--- src/rtl/dskdma_pkg.sv ---
package dskdma_pkg;

    localparam int BYTE_W = 8;
    localparam int NIB_W  = 4;

    typedef enum logic [1:0] {
        RS_INDEX = 2'd0,
        RS_DATA  = 2'd1,
        RS_CTRL  = 2'd2,
        RS_SPARE = 2'd3
    } reg_sel_e;

    // Control byte, bit 4 down to bit 0
    typedef struct packed {
        logic       to_disk;
        logic       inc_n;
        logic       irq_on;
        logic [1:0] drive;
    } ctrl_t;

    localparam ctrl_t CTRL_RESET = '{to_disk: 1'b0, inc_n: 1'b1, irq_on: 1'b0, drive: 2'd0};

    function automatic logic [NIB_W-1:0] nib_pick(input logic [BYTE_W-1:0] b, input int half);
        return (half == 0) ? b[NIB_W-1:0] : b[BYTE_W-1:NIB_W];
    endfunction

endpackage

--- src/rtl/dskdma_regs.sv ---
module dskdma_regs
    import dskdma_pkg::*;
#(
    parameter int BYTES = 2
) (
    input  logic              clk,
    input  logic              rst,
    input  logic              bus_we,
    input  logic [1:0]        bus_reg,
    input  logic [BYTE_W-1:0] bus_wdata,
    output ctrl_t             ctrl_q,
    output logic [BYTE_W-1:0] idx_q,
    output logic [BYTES-1:0]  ld_byte
);

    logic data_wr;
    assign data_wr = bus_we && (bus_reg == RS_DATA);

    always_ff @(posedge clk) begin
        if (rst) begin
            idx_q  <= '0;
            ctrl_q <= CTRL_RESET;
        end else if (bus_we) begin
            if (bus_reg == RS_INDEX)
                idx_q <= bus_wdata;
            else if (bus_reg == RS_CTRL)
                ctrl_q <= ctrl_t'(bus_wdata[4:0]);
        end
    end

    // One preset strobe per address byte
    for (genvar b = 0; b < BYTES; b++) begin : g_strobe
        assign ld_byte[b] = data_wr && (idx_q == BYTE_W'(b));
    end

endmodule

--- src/rtl/dskdma_nib.sv ---
module dskdma_nib
    import dskdma_pkg::*;
(
    input  logic             clk,
    input  logic             rst,
    input  logic             ld,
    input  logic [NIB_W-1:0] ld_val,
    input  logic             cin,
    output logic [NIB_W-1:0] q
);

    always_ff @(posedge clk) begin
        if (rst)
            q <= '0;
        else if (ld)
            q <= ld_val;
        else if (cin)
            q <= q + NIB_W'(1);
    end

endmodule

--- src/rtl/dskdma_ctr.sv ---
module dskdma_ctr
    import dskdma_pkg::*;
#(
    parameter int NIB_CNT = 4,
    localparam int ADDR_W = NIB_CNT * NIB_W,
    localparam int BYTES  = NIB_CNT / 2
) (
    input  logic              clk,
    input  logic              rst,
    input  logic [BYTES-1:0]  ld_byte,
    input  logic [BYTE_W-1:0] ld_data,
    input  logic              inc_go,
    output logic [ADDR_W-1:0] q
);

    logic [NIB_CNT-1:0] carry;

    for (genvar k = 0; k < NIB_CNT; k++) begin : g_stage
        // Carry into stage k: all lower stages are at their maximum value
        if (k == 0) begin : g_first
            assign carry[k] = inc_go;
        end else begin : g_upper
            assign carry[k] = inc_go && (&q[k*NIB_W-1:0]);
        end

        dskdma_nib u_nib (
            .clk    (clk),
            .rst    (rst),
            .ld     (ld_byte[k/2]),
            .ld_val (nib_pick(ld_data, k % 2)),
            .cin    (carry[k]),
            .q      (q[k*NIB_W +: NIB_W])
        );
    end

endmodule

--- src/rtl/dskdma_addr_top.sv ---
module dskdma_addr_top
    import dskdma_pkg::*;
#(
    parameter int NIB_CNT = 4,
    localparam int ADDR_W = NIB_CNT * NIB_W,
    localparam int BYTES  = NIB_CNT / 2
) (
    input  logic              clk,
    input  logic              rst,
    input  logic              bus_we,
    input  logic [1:0]        bus_reg,
    input  logic [BYTE_W-1:0] bus_wdata,
    input  logic              xfer_stb,
    input  logic              ldr_busy,
    output logic [ADDR_W-1:0] dma_addr,
    output logic [1:0]        drv_sel,
    output logic              irq_en,
    output logic              xfer_dir,
    output logic [BYTE_W-1:0] status_q
);

    ctrl_t             ctrl_q;
    logic [BYTE_W-1:0] idx_q;
    logic [BYTES-1:0]  ld_byte;
    logic              inc_off;
    logic              inc_go;

    dskdma_regs #(.BYTES(BYTES)) u_regs (
        .clk       (clk),
        .rst       (rst),
        .bus_we    (bus_we),
        .bus_reg   (bus_reg),
        .bus_wdata (bus_wdata),
        .ctrl_q    (ctrl_q),
        .idx_q     (idx_q),
        .ld_byte   (ld_byte)
    );

    assign inc_off = ctrl_q.inc_n;
    // A preset in the same cycle wins over the strobe
    assign inc_go  = xfer_stb && !inc_off && !(|ld_byte);

    dskdma_ctr #(.NIB_CNT(NIB_CNT)) u_ctr (
        .clk     (clk),
        .rst     (rst),
        .ld_byte (ld_byte),
        .ld_data (bus_wdata),
        .inc_go  (inc_go),
        .q       (dma_addr)
    );

    assign drv_sel  = ctrl_q.drive;
    assign irq_en   = ctrl_q.irq_on;
    assign xfer_dir = ctrl_q.to_disk;
    assign status_q = {~ldr_busy, {(BYTE_W-1){1'b0}}};

endmodule

--- config.mk ---
export PLATFORM = sky130hd
export DESIGN_NAME = dskdma_addr_top
export DESIGN_NICKNAME = d
export VERILOG_FILES = /design/src/rtl/dskdma_pkg.sv /design/src/rtl/dskdma_regs.sv /design/src/rtl/dskdma_nib.sv /design/src/rtl/dskdma_ctr.sv /design/src/rtl/dskdma_addr_top.sv
export SDC_FILE = /design/constraint.sdc
export NUM_CORES = 1
export LEC_CHECK = 0
export BUFFER_PORTS_ARGS = -buffer_cell sky130_fd_sc_hd__buf_2
export CELL_PAD_IN_SITES_DETAIL_PLACEMENT = 1
export CELL_PAD_IN_SITES_GLOBAL_PLACEMENT = 1
export CORE_ASPECT_RATIO = 0.8
export CORE_MARGIN = 2
export CORE_UTILIZATION = 34
export CTS_BUF_LIST = sky130_fd_sc_hd__clkbuf_16
export CTS_CLUSTER_DIAMETER = 80
export DETAILED_ROUTE_END_ITERATION = 12
export MAX_ROUTING_LAYER = met4
export PLACE_DENSITY_LB_ADDON = 0.05
export SLEW_MARGIN = 20
export SYNTH_ARGS = -nofsm -noshare
export SYNTH_HDL_FRONTEND = slang
export SYNTH_SLANG_ARGS = --single-unit
--- constraint.sdc ---
create_clock -name clk -period 1.52 [get_ports clk]
set_input_delay 0.076 -clock clk [delete_from_list [all_inputs] [get_ports clk]]
set_output_delay 0.076 -clock clk [all_outputs]
set_load 0.1 [all_outputs]
==> key figures <==
Synthesis
  – Synthesized flop and latch total: 29
  – Mapped Avg Cell Area: 9.12 sq um
  – Async set-reset flop share out of synthesis: 0%
  – Synth Flop Type: dfxtp_1
  – Netlist Area Pre-Place: 1550 sq um
  – Post-synth EDFFs: 0
  – Number of synthesis warnings: 0
  – Cells after Synth: 170
  – Synth cell types: 40
  – Sequential element share of the synthesized area: 37.4%

Place
  – Final HPWL DP: 3140 um
  – Final GP Congestion: 0.802
  – Worst slack, placed: -139 ps
  – Port Buf Inserts: 35

Power and ir drop
  – Total Power: 2.24 mW
  – Combinational fraction of design power: 18.2%
  – Worst VDD drop: 0.575 mV
  – Switch share: 30.0%
  – LEAKAGE: 0.920 nW
  – Sw Pwr: 0.672 mW
  – Pwr dens: 1050 nW/um^2
  – Cell-internal power: 1.57 mW
  – Seq pwr share: 36.0%
  – Clk pwr share: 45.9%

Outcome
  – Failing checks: negative setup slack
  – Status: complete, but fails checks

STA
  – RSZ-0062 raised after global routing: true
  – PnR worst setup slack: -47.9 ps
  – Total negative slack: -329 ps
  – Final setup viols: 12
  – Period utilization: 103%
  – Hold WS: 108 ps
  – Final Hold Vio Count: 0
  – Max Clock Freq: 638 MHz
  – Tightest Pin Transition: 624 ps
  – Setup Skew: 2.03 ps
  – Slew Viols, Final: 0
  – Final min period: 1570 ps
  – Max_slew headroom: 58.4%

Routing
  – Final wirelength: 4230 um
  – DRT Pass-1 Iters: 4
  – Routed WL per cell: 15.4 um
  – Iter 0 DRT Violations: 31
  – ANT nets after route: 0
  – Detailed-route via count: 1390
  – DRC: 0
  – Via density: 5.07

CTS
  – Clock sinks: 29
  – Clk buf depth: 2
  – Root buffer cell: clkbuf_16
  – H-tree levels: 2
  – CTS Hold Bufs: 0
  – CTS buffer count: 5
  – Clock transition at path regs: 50 ps
  – TritonCTS clock tree: done
  – Clk_lat worst skew: 270 ps

Worst hold path
  – Worst hold-check path type: input pin to flip-flop
  – Hold path start: bus_wdata[5]
  – Hold endpoint: u_regs.idx_q[5]$_SDFFE_PP0P_
  – Worst Hold Path Cells: 3

Critical path
  – CP Cell Sequence: ha_4 > nand4_1 > nor3_4 > nand2_1 > xor2_1 > a211oi_1
  – R2R cell count: 6
  – Crit path required time: 1690 ps
  – R2R Setup Slk: -50 ps
  – CP Launch Type: flip-flop
  – CP max stage cell: dfxtp_4
  – Delay-heaviest family, CP: simple AND/OR/NAND/NOR gates
  – RR Startpoint: u_ctr.g_stage[0].u_nib.q[0]$_SDFFE_PP0P_
  – CP bufs+invs: 0
  – CP Class: flip-flop to flip-flop
  – CP max FO: 6
  – Arrival time worst endpoint: 1740 ps
  – Setup crit end kind: flip-flop
  – Max incr delay on CP: 350 ps
  – Reg2reg end: u_ctr.g_stage[2].u_nib.q[0]$_SDFFE_PP0P_

Cells and area
  – # nets final: 235
  – Commonest cells after routing, fill and taps aside: buf_2 (36), nor2_1 (26), mux2i_1 (13), dfxtp_1 (13), buf_4 (10)
  – Most common cell after layout, fill and taps aside: buf_2
  – Layout cells sized above 1: 45.6%
  – Antenna Cells: 0
  – Area grow syn2layout: 38.0%

Floorplan
  – Die X: 79.5 um
  – Io pins: 43
  – Initial Util: 36.2%
  – Height of the die: 64.4 um
  – Row Count: 21
  – Die area: 5120 sq um
  – Core area: 4280 sq um

Global routing
  – Grt ovf: 0
  – First-pass GRT wire length: 6980 um
  – Initial antenna violation count: 0
  – Largest net degree at the start of global routing: 30
  – Number of global-route vias before repair: 1427
  – GRT Util Overall: 18.4%

Run
  – Max cap viols: 0
==> power by group through the flow <==
stage          clock (mW)  sequential, mW  combinational (mW)
2_1_floorplan           0           0.922               0.215
3_3_place_gp            0           0.817               0.386
3_5_place_dp            0           0.819               0.392
4_1_cts              1.05           0.806               0.400
5_1_grt              1.10           0.810               0.430
6_report             1.03           0.806               0.408
==> cells by family after synthesis <==
family,Yosys count,share of synthesized area [%]
multiplexers,13,8.39
buffers and inverters,20,8.15
XOR/XNOR,8,4.52
AO/OA/AOI/OAI,22,11.9
adder cells (fa/ha/maj),4,3.23
AND/OR/NAND/NOR,73,26.2
flip-flops,29,37.4
other,1,0.242
==> worst max path at each step <==
stage	end	cells after the start	start	slack [ps]
5_1_grt	u_ctr.g_stage[2].u_nib.q[0]$_SDFFE_PP0P_	6	u_ctr.g_stage[0].u_nib.q[0]$_SDFFE_PP0P_	-160
3_5_place_dp	u_ctr.g_stage[0].u_nib.q[1]$_SDFFE_PP0P_	4	u_regs.idx_q[7]$_SDFFE_PP0P_	-140
6_report	u_ctr.g_stage[2].u_nib.q[0]$_SDFFE_PP0P_	6	u_ctr.g_stage[0].u_nib.q[0]$_SDFFE_PP0P_	-50
3_3_place_gp	u_ctr.g_stage[0].u_nib.q[0]$_SDFFE_PP0P_	5	u_regs.idx_q[7]$_SDFFE_PP0P_	-30
2_1_floorplan	u_ctr.g_stage[3].u_nib.q[3]$_SDFFE_PP0P_	6	u_ctr.g_stage[0].u_nib.q[0]$_SDFFE_PP0P_	-170
4_1_cts	u_ctr.g_stage[3].u_nib.q[1]$_SDFFE_PP0P_	6	u_regs.idx_q[3]$_SDFFE_PP0P_	-60
==> flip-flops by register name, summed over array words and instances (netlist names) <==
signal and cells:
u_ctr.g_stage.u_nib.q 16, u_regs.idx_q 8, u_regs.ctrl_q 5
==> Yosys cell counts, drive strengths merged (2+ instances only) <==
cell	count	area, sq um
dfxtp	29	581
nor2	29	111
buf	13	100
mux2i	13	130
nand3	11	55.1
a211oi	10	85.1
xor2	8	70.1
nand2	7	28.8
nor3	6	35.0
and3	5	31.3
nand4	5	46.3
clkbuf	4	15.0
ha	4	50.1
a31oi	3	18.8
inv	3	11.3
a21oi	2	10.0
a311oi	2	23.8
and4	2	17.5
nand2b	2	15.0
o21ai	2	13.8
==> stage by stage <==
step           instances  area (sq um)  util [%]
3_5_place_dp         263          1850      43.3
4_1_cts              273          2080      48.6
5_1_grt              274          2140      50.0
2_1_floorplan        176          1630         -
3_3_place_gp         263          1850      43.3
6_report             274          2140      50.0
==> worst reg2reg max path, stage by stage, from the launching register on <==
cell and delay (ps):
dfxtp_4 350, ha_4 150, nand4_1 150, nor3_4 310, nand2_1 130, xor2_1 170
a211oi_1 210
==> area by class of cell <==
| class | count | area, sq um |
|---|---|---|
| Inverter | 3 | 11.3 |
| Sequential cell | 29 | 623 |
| Timing Repair Buffer | 50 | 300 |
| Clock buffer | 6 | 150 |
| Fill cell | 501 | 2140 |
| Clock inverter | 2 | 7.51 |
| Tap cell | 57 | 71.3 |
| Multi-Input combinational cell | 127 | 976 |
==> metal layers <==
metal  track usage, %  up-vias  routed length, um
met4             7.54        0                 79
li1                 -      683                  -
met5                -        -                  0
met2             27.8       39               1910
met3             4.24        9                193
met1             23.6      659               2050
==> repair_timing <==
item	4_1_cts	5_1_grt
resized for setup	15	11
endpoints found under the setup margin	13	16
endpoints found under the hold margin	0	0
cloned	1	0
buffers inserted	1	1
pin swaps	14	6
(Power assumes the default switching activity.)
